File: src/rtl/audio_clk_monitor.sv
module audio_clk_monitor #(
  parameter int CNT_W    = 8,
  parameter int TO_W     = 16,
  parameter int STABLE_N = 4
) (
  input  logic            clk,
  input  logic            rst_n,
  input  logic            bclk,
  input  logic            lrclk,
  input  logic            soft_unmute_en,
  input  logic [TO_W-1:0] timeout_lim,
  output logic [1:0]      ratio,
  output logic            clk_valid,
  output logic            ref_sel_osc,
  output logic            mute_req,
  output logic            unmute_req,
  output logic            unmute_soft
);
  localparam int SW = $clog2(STABLE_N + 1);

  typedef enum logic [2:0] {S_NORMAL, S_MUTE, S_FALLBACK, S_WAIT, S_DETECT, S_UNMUTE} st_t;
  st_t st;

  logic [2:0]       bsync, lsync;
  logic [CNT_W-1:0] bcnt;
  logic [TO_W-1:0]  tcnt;
  logic             seen;
  logic [1:0]       cand, cur;
  logic [SW-1:0]    scnt;

  wire b_rise = bsync[1] & ~bsync[2];
  wire l_rise = lsync[1] & ~lsync[2];
  wire frame  = l_rise & seen;
  wire lost   = seen & ~l_rise & (tcnt == timeout_lim);

  wire [1:0] meas = (bcnt == CNT_W'(32)) ? 2'd1 :
                    (bcnt == CNT_W'(48)) ? 2'd2 :
                    (bcnt == CNT_W'(64)) ? 2'd3 : 2'd0;

  wire match  = frame & (meas != 2'd0) & (meas == cand);
  wire fault  = (frame & (meas != cur)) | lost;

  always_ff @(posedge clk or negedge rst_n) begin
    if (!rst_n) begin
      bsync <= '0;
      lsync <= '0;
      bcnt  <= '0;
      tcnt  <= '0;
      seen  <= 1'b0;
    end else begin
      bsync <= {bsync[1:0], bclk};
      lsync <= {lsync[1:0], lrclk};
      if (l_rise) begin
        bcnt <= CNT_W'(b_rise);
        tcnt <= '0;
        seen <= 1'b1;
      end else begin
        if (b_rise && bcnt != '1) bcnt <= bcnt + 1'b1;
        if (tcnt != timeout_lim)  tcnt <= tcnt + 1'b1;
        if (lost)                 seen <= 1'b0;
      end
    end
  end

  always_ff @(posedge clk or negedge rst_n) begin
    if (!rst_n) begin
      st   <= S_WAIT;
      cand <= 2'd0;
      cur  <= 2'd0;
      scnt <= '0;
    end else begin
      case (st)
        S_NORMAL:   if (fault) st <= S_MUTE;
        S_MUTE:     st <= S_FALLBACK;
        S_FALLBACK: begin
          cand <= 2'd0;
          scnt <= '0;
          st   <= S_WAIT;
        end
        S_WAIT: begin
          if (lost) begin
            cand <= 2'd0;
            scnt <= '0;
          end else if (match) begin
            if (scnt == SW'(STABLE_N - 1)) st <= S_DETECT;
            else scnt <= scnt + 1'b1;
          end else if (frame) begin
            cand <= meas;
            scnt <= SW'(meas != 2'd0);
          end
        end
        S_DETECT: begin
          cur <= cand;
          st  <= S_UNMUTE;
        end
        S_UNMUTE:   st <= S_NORMAL;
        default:    st <= S_WAIT;
      endcase
    end
  end

  assign clk_valid   = (st == S_NORMAL);
  assign ratio       = clk_valid ? cur : 2'd0;
  assign ref_sel_osc = (st == S_FALLBACK) || (st == S_WAIT);
  assign mute_req    = (st == S_MUTE);
  assign unmute_req  = (st == S_UNMUTE);
  assign unmute_soft = unmute_req & soft_unmute_en;
endmodule

File: config.mk
export PLATFORM = sky130hd
export DESIGN_NAME = audio_clk_monitor
export DESIGN_NICKNAME = d
export VERILOG_FILES = /design/src/rtl/audio_clk_monitor.sv
export SDC_FILE = /design/constraint.sdc
export NUM_CORES = 1
export LEC_CHECK = 0
export BUFFER_PORTS_ARGS = -buffer_cell sky130_fd_sc_hd__buf_4
export CAP_MARGIN = 0
export CORE_UTILIZATION = 55
export DETAILED_ROUTE_END_ITERATION = 7
export PLACE_DENSITY = 0.76
export REMOVE_ABC_BUFFERS = 1
export SETUP_SLACK_MARGIN = 0.4
export SKIP_LAST_GASP = 1
export SYNTH_ARGS = -nofsm -noshare
export SYNTH_HDL_FRONTEND = slang
export SYNTH_SLANG_ARGS = --single-unit
File: constraint.sdc
create_clock -name clk -period 3 [get_ports clk]
set_input_delay 0.75 -clock clk [delete_from_list [all_inputs] [get_ports clk]]
set_output_delay 0.75 -clock clk [all_outputs]
set_load 0.1 [all_outputs]
### Word level (Yosys, flattened, before mapping)

Cells that the tools add are included.

| word-level totals | value |
|---|---|
| output and inout bits | 7 |
| bits in registers | 41 |
| logic and storage cells | 82 |

| cells by class | value |
|---|---|
| add/subtract/negate cells | 3 |
| reduce and logical (&&, ||, !) cells | 11 |
| equal/unequal tests | 22 |
| multiplexer cells | 24 |
| bitwise operators | 13 |

Operators by type and width:

| operator | count |
|---|---|
| $mux 16 | 2 |
| $mux 3 | 8 |
| $add 16x1->16 const B | 1 |
| $eq 16x16->1 | 1 |
| $eq 8x6->1 const B | 2 |
| $mux 8 | 2 |
| $ne 16x16->1 | 1 |
| $pmux 3 s5 | 1 |
| $mux 2 | 7 |
| $reduce_bool 2->1 | 5 |
| $and 1x1->1 | 9 |
| $eq 3x2->1 const B | 3 |
| $add 8x1->8 const B | 1 |
| $eq 8x7->1 const B | 1 |
| $ne 4x4->1 const B | 2 |
| $ne 8x8->1 const B | 1 |
| $eq 3x3->1 const B | 2 |
| $ne 2x2->1 const B | 3 |
| $ne 3x3->1 const B | 2 |
| $pmux 3 s2 | 1 |
| $reduce_and 3->1 | 2 |
| $pmux 2 s2 | 1 |
| $reduce_and 4->1 | 1 |
| $add 3x1->3 const B | 1 |
| other kinds (10) | 13 |

### Longest topological paths before layout

Gate-level depths: netlist (run 1).

| logic depth | value |
|---|---|
| depth in word-level cells | 10 |
| mapped depth | 8 |

### Least setup slack after synthesis (run 1)

No wires, ideal clock.

| timing path | value |
|---|---|
| kind | reg-to-output |
| start | register st[0] |
| end | output port ratio[0] |
| path buffers | 1 |
| data required time | 2250 ps |
| cell stages (with the launch flop) | 4 |
| arrival | 3614 ps |
| slack | -1364 ps |
| path through | dfstp_2 -> clkbuf_1 -> nor3_1 -> and2_1 |

| between the ends | value |
|---|---|
| cells in the longest elaborated chain, start to end | 2 |

Ends and longest elaborated chain:

| element | RTL line | RTL |
|---|---|---|
| from (decl) | 22 | `st_t st;` |
| from (signal assigned) | 67 | `st <= S_WAIT;` |
| from (signal assigned) | 73 | `S_NORMAL: if (fault) st <= S_MUTE;` |
| from (signal assigned) | 74 | `S_MUTE: st <= S_FALLBACK;` |
| $logic_not 3->1 | 102 | `assign clk_valid = (st == S_NORMAL);` |
| named net clk_valid | 13 | `output logic clk_valid,` |
| $mux 2 | 103 | `assign ratio = clk_valid ? cur : 2'd0;` |
| to (decl) | 12 | `output logic [1:0] ratio,` |

The timed path passes the listed nets, and every way through them passes these cells.

### Worst setup path after layout (run 1)

| timing path | value |
|---|---|
| start | register st[0] |
| end | output port mute_req |

| between the ends | value |
|---|---|
| cells in the longest elaborated chain, start to end | 1 |

Ends and longest elaborated chain:

| element | RTL line | RTL |
|---|---|---|
| $eq 3x1->1 | 105 | `assign mute_req = (st == S_MUTE);` |
| to (decl) | 15 | `output logic mute_req,` |

No other way between the ends.

==> run summary, run 1 <==
Count of nets left with antenna violations after detail routing -> 0
Count of cells resized by post-cts repair -> 0
Weighted congestion reported at the end of routability-driven placement -> 0.850
Die span in y -> 69.6 um
Htree depth -> 2
Sort of element at the start of the critical path -> register
Most instantiated cells after synthesis -> dfrtp_1 (39), a21oi_1 (17), xnor2_1 (17)
Standard cell core area -> 0.00438 sq mm
Syn avg cell area -> 9.38 sq um
Critical setup path kind -> reg -> out
Synth-to-layout area growth -> 11.5%
PD cells -> 446 mW/mm^2
Initial DRT Pass Iterations -> 4
Routed metal-1 wirelength -> 2460 um
Utilization after layout -> 0.640
Initial cell density of the core -> 0.574
Number of flops mapped to enable cells by yosys -> 0
Met2 Routed Length -> 2360 um
Final WL -> 5070 um
Final-stage net count -> 314
Final Hold Violating Endpoints -> 0
Layout cell share with drive strength beyond 1 -> 0.170
Most instantiated library cell after synthesis -> dfrtp_1
Element type at the critical path end -> output port
Detail Route met3 WL -> 197 um
Top Metal Used -> met4
Overflow left after global routing -> 0
Biggest area consumer among synthesized cells -> dfrtp_1
Async set-reset flop share out of synthesis -> 1.00
Yosys warnings -> 0
I/O pins -> 28
Post-Synthesis Cells -> 268
Shortest period the worst path allows -> 2.47 ns
Unrepaired setup endpoints after global routing -> false
Iteration-0 DRC count of the detailed router -> 152
Post-synthesis sequential area ratio -> 0.409
Final setup violation count -> 0
Clock transition at path regs -> 0.08 ns
Number of port buffers -> 27
Largest fanout on the critical path -> 18
Final clock skew -> 0.00879 ns
DP Wirelength -> 3580 um
Overall via count from detail_route -> 2054
Sinks on the clock net -> 41
Synth unique cells -> 58
Setup TNS -> 0 ns
Placement Rows -> 24
Post-synthesis instance area -> 0.00251 sq mm
Routed wire per std cell -> 14.9 um
Antenna violations before repair -> 0
Max cap viols -> 0
Required time at the worst-slack endpoint -> 2.25 ns
Clock tree from TritonCTS -> done
Post-place instance area -> 0.00270 sq mm
Via density per instance -> 6.02
Number of setup buffers added after CTS -> 0
Fraction of the cycle the final worst path needs -> 0.822
Antenna Cells -> 0
Cell types with the largest area share after synthesis -> dfrtp_1 (39%), xnor2_1 (5.9%), nand4_1 (3.7%)
Largest net degree at the start of global routing -> 42
TritonCTS buffer count -> 5
Synth Register Bits -> 41
Max IR drop VDD -> 0.000402 V
First-pass GRT wire length -> 9100 um
DRC violation count after routing -> 0
Top-area cell type share of the netlist area -> 0.388
Global-route usage over all layers -> 0.233
Vias in the first global route -> 1946
Status -> completed
Number of buffers inserted for hold repair after clock tree synthesis -> 0
Horiz. Die Dim -> 69.6 um
Worst slack on hold paths -> 0.351 ns
Type of the tightest min-delay check -> reg -> reg
Count of pins over their slew limit -> 0
Ys flop type -> dfrtp_1
Post-route design area -> 0.00280 sq mm
Relative max-transition margin -> 0.624
Leakage power -> 0.00116 uW
Worst-Margin Slew -> 0.561 ns
Clock latency at the later pin of the worst-skew pair -> 0.30 ns
Achievable clock frequency -> 405 MHz
Total die area -> 0.00485 sq mm
Arrival time at the worst endpoint -> 1.72 ns
Buffer levels on the longest clock path -> 2
Root Buffer -> clkbuf_8
## metrics by stage
step,setup WS (ns),power (uW),cells
after floorplan,-1.30,762,251
after global placement,0.617,855,333
after detailed placement,0.565,859,333
after CTS,0.537,1260,341
after global routing,0.478,1310,341
final,0.533,1250,341
## area by class of cell
class / instances / area [sq um]
clock buffer: 7 / 96.3
clock inverter: 1 / 5.00
fill: 359 / 1580
inverter: 10 / 37.5
multi-input combinational: 200 / 1350
sequential: 41 / 1030
tap: 52 / 65.1
timing repair buffer: 30 / 225
## power breakdown
part / switching (uW) / internal (uW)
Clock: 194 / 208
Combinational: 120 / 98.7
Sequential: 51.1 / 580
Total: 365 / 886
## registers in the layout (all words and copies together), names as in the netlist
name	count
bcnt	8
bsync	3
cand	2
cur	2
lsync	3
scnt	3
seen	1
st	3
tcnt	16
## path summary, 6_finish.rpt
path                                  to  slack [ns]  cells after the start      from
worst max-delay path            mute_req        0.53                      3     st[0]
worst min-delay path            lsync[1]        0.35                      0  lsync[0]
worst max register to register   cand[0]        0.94                      5   tcnt[9]
worst min register to register  lsync[1]        0.35                      0  lsync[0]
max in group asynchronous          st[0]        2.22                      1     rst_n
min in group asynchronous       tcnt[10]        0.42                      1     rst_n
## layer usage
metal / up-vias / GRT usage
met5: - / 0
met4: 0 / 0.0800
met3: 5 / 0.0392
met2: 38 / 0.365
met1: 989 / 0.330
li1: 1022 / -
## critical path: stages, from the launching register on
cell	delay [ns]
dfstp_2	0.69
nor2b_1	0.27
nor2b_1	0.16
buf_4	0.29
## kinds of logic after synthesis
family	share of synthesized area
buf+inv	0.0557
fa+ha+maj	0.0249
simple gates	0.258
flops	0.409
mux	0.0129
xor+xnor	0.0796
compound gates	0.160
## layout by cell type (no fill, tap or decap), types with 2 or more instances in the layout
cell type	count
dfrtp_1	39
buf_4	30
a21oi_1	17
xnor2_1	17
nor2_1	16
nand4_1	15
nand2_1	14
o21ai_1	12
inv_1	10
or3_1	9
nand3_1	9
clkbuf_8	7
nor2b_1	6
and3_1	6
or4_1	6
nand2b_1	5
o21ai_0	5
ha_1	5
and2_1	4
a31oi_1	4
xor2_1	4
and4_1	3
o221ai_1	3
nor3_1	2
and3b_1	2
o31ai_1	2
o21a_1	2
nor3b_1	2
mux2_2	2
a21o_1	2
nand3b_1	2
nand4b_1	2
dfstp_2	2
Note: power is estimated with default switching activity, not from simulation.
==> inputs of run 2 (changes only) <==
- ABC_AREA: not set -> 1
- PLACE_DENSITY: 0.76 -> 0.75
- clock period: 3 -> 2.56 ns (I/O delays scaled with it)
==> run 2 against run 1 <==
Net effect: the flow now finishes with violations (design-rule violations); die area is 7.0% higher; hold slack worse by 0.041 ns; routed wire length rose by 13%; worst setup slack got worse by 0.058 ns; combinational power is essentially flat; clock-buffer cell count fell by 1; synthesized cell count grew 46%; critical endpoint is now unmute_soft.
==> run summary, run 2 <==
Overflow left after global routing -> 0
Root Buffer -> clkbuf_8
Post-Synthesis Cells -> 392
Die span in y -> 72 um
Commonest non-fill, non-tap cell in the layout -> nand2_1
Synth-to-layout area growth -> 13.6%
Leading registers by flop count -> tcnt x16, bcnt x8
Clock latency at the later pin of the worst-skew pair -> 0.30 ns
Setup TNS -> 0 ns
Shortest period the worst path allows -> 2.08 ns
Sinks on the clock net -> 41
Critical setup path kind -> reg -> out
Required time at the worst-slack endpoint -> 1.92 ns
Clock transition at path regs -> 0.09 ns
First-pass GRT wire length -> 10400 um
Fraction of the cycle the final worst path needs -> 0.814
Largest fanout on the critical path -> 3
Max cap viols -> 0
Buffer levels on the longest clock path -> 2
Antenna Cells -> 0
Horiz. Die Dim -> 72 um
Achievable clock frequency -> 480 MHz
Flip-flop count of the largest register after layout -> 16
Synth unique cells -> 33
Number of setup buffers added after CTS -> 0
Final-stage net count -> 449
Top-area cell type share of the netlist area -> 0.362
Initial cell density of the core -> 0.571
Via density per instance -> 5.09
Synth Register Bits -> 41
Violations in the final reports -> design-rule violations
Total die area -> 0.00518 sq mm
TritonCTS buffer count -> 5
Ys flop type -> dfrtp_1
Biggest area consumer among synthesized cells -> dfrtp_1
Iteration-0 DRC count of the detailed router -> 128
Unrepaired setup endpoints after global routing -> false
Antenna violations before repair -> 0
Number of filler instances in the final layout -> 435
Element type at the critical path end -> output port
Post-synthesis instance area -> 0.00270 sq mm
Cell types with the largest area share after synthesis -> dfrtp_1 (36%), nand2_1 (16%), inv_1 (7.9%)
Arrival time at the worst endpoint -> 1.44 ns
Crit-path cells -> inv_1, nor3_2, and2_1, buf_6
Most instantiated library cell after synthesis -> nand2_1
Weighted congestion reported at the end of routability-driven placement -> 0.896
Sum of internal, switching and leakage power -> 1370 uW
Final Hold Violating Endpoints -> 0
Delay of the slowest cell on the worst path -> 0.56 ns
Clock tree from TritonCTS -> done
Worst-Margin Slew -> 0.556 ns
Htree depth -> 2
Type of the tightest min-delay check -> in -> async
Vias in the first global route -> 2380
Number of flops mapped to enable cells by yosys -> 0
Count of nets left with antenna violations after detail routing -> 0
Commonest non-fill, non-tap cells in the layout -> nand2_1 (116), inv_1 (57), nor2_1 (41), dfrtp_1 (39), buf_4 (26)
Syn avg cell area -> 6.88 sq um
Number of port buffers -> 27
Utilization after layout -> 0.648
Layout cell share with drive strength beyond 1 -> 0.175
Global-route usage over all layers -> 0.256
Routed wire per std cell -> 11.7 um
Count of pins over their slew limit -> 0
I/O pins -> 28
Worst path slowest cell -> dfstp_2
DRC violation count after routing -> 2
Initial DRT Pass Iterations -> 6
Largest net degree at the start of global routing -> 42
Final WL -> 5740 um
PD cells -> 448 mW/mm^2
Most instantiated cells after synthesis -> nand2_1 (116), inv_1 (57), nor2_1 (42)
Post-synthesis sequential area ratio -> 0.382
Relative max-transition margin -> 0.627
Status -> complete, but fails checks
Standard cell core area -> 0.00472 sq mm
Async set-reset flop share out of synthesis -> 1.00
Final clock skew -> 0.00695 ns
Overall via count from detail_route -> 2500
Max IR drop VDD -> 0.000234 V
Final setup violation count -> 0
Sort of element at the start of the critical path -> register
Top register by number of flip-flops -> tcnt
Leakage power -> 0.00160 uW
DP Wirelength -> 4410 um
Yosys warnings -> 0
Placement Rows -> 25
[run 2: cells by family (layout without fill, tap and decap cells)]
logic type               after synthesis  in the layout  synth area share
AND/OR/NAND/NOR                      228            228             0.388
buffers and inverters                 71            103             0.104
AO/OA/AOI/OAI                         41             41            0.0840
flip-flops                            41             41             0.382
XOR/XNOR                               6              6            0.0195
adder cells (fa/ha/maj)                5              5            0.0232
[run 2: final timing paths]
kind                           from     endpoint  cells past startpoint  slack, ns
setup / recovery              st[0]  unmute_soft                      4       0.48
hold / removal                rst_n      bcnt[7]                      1       0.31
setup reg to reg            bcnt[0]        st[2]                     12       0.73
hold reg to reg            bsync[0]     bsync[1]                      0       0.36
max in group asynchronous     rst_n      scnt[2]                      1       1.87
min in group clk           bsync[0]     bsync[1]                      0       0.36
[run 2: cell type report]
class / instances / area, sq um / share of cell area
multi-input combinational: 280 / 1390 / 0.455
sequential: 41 / 1030 / 0.336
inverter: 67 / 251 / 0.0821
timing repair buffer: 28 / 218 / 0.0711
tap: 67 / 83.8 / 0.0274
clock buffer: 6 / 72.6 / 0.0237
clock inverter: 2 / 15.0 / 0.00490
[run 2: layer usage]
metal  up-vias  global-route usage  share of wire
met5         -                   0              0
met3        16              0.0417          0.034
met2        45               0.432           0.49
li1       1294                   -              -
met4         0               0.113          0.023
met1      1145               0.326           0.46
[run 2: power breakdown]
part / leakage [uW] / switching [uW] / internal, uW / total (uW)
clock: 0.0000374 / 239 / 192 / 431
combinational: 0.00102 / 135 / 80.0 / 215
sequential: 0.000539 / 44.0 / 681 / 725
[run 2: worst max-delay path, delay by kind of cell (launching register included)]
kind / cells / cell delay, ns
AND/OR/NAND/NOR: 2 / 0.30
buffers and inverters: 2 / 0.29
flip-flops: 1 / 0.56
[run 2: metrics by stage]
stage	hold WS [ns]	cell area, sq um	instances	setup slack, ns
finish	0.309	3060	491	0.475
global route	0.346	3060	491	0.397
CTS	0.319	3060	491	0.394
detailed placement	0.339	2960	483	0.502
global placement	0.332	2960	483	0.543
floorplan	0.331	2670	388	-1.68
[run 2: repair_timing]
| action | 4_1_cts | 5_1_grt |
|---|---|---|
| resized for setup | 2 | 2 |
| pin swaps | 0 | 0 |
| setup endpoints to repair | 2 | 3 |
| hold buffers | 0 | 0 |
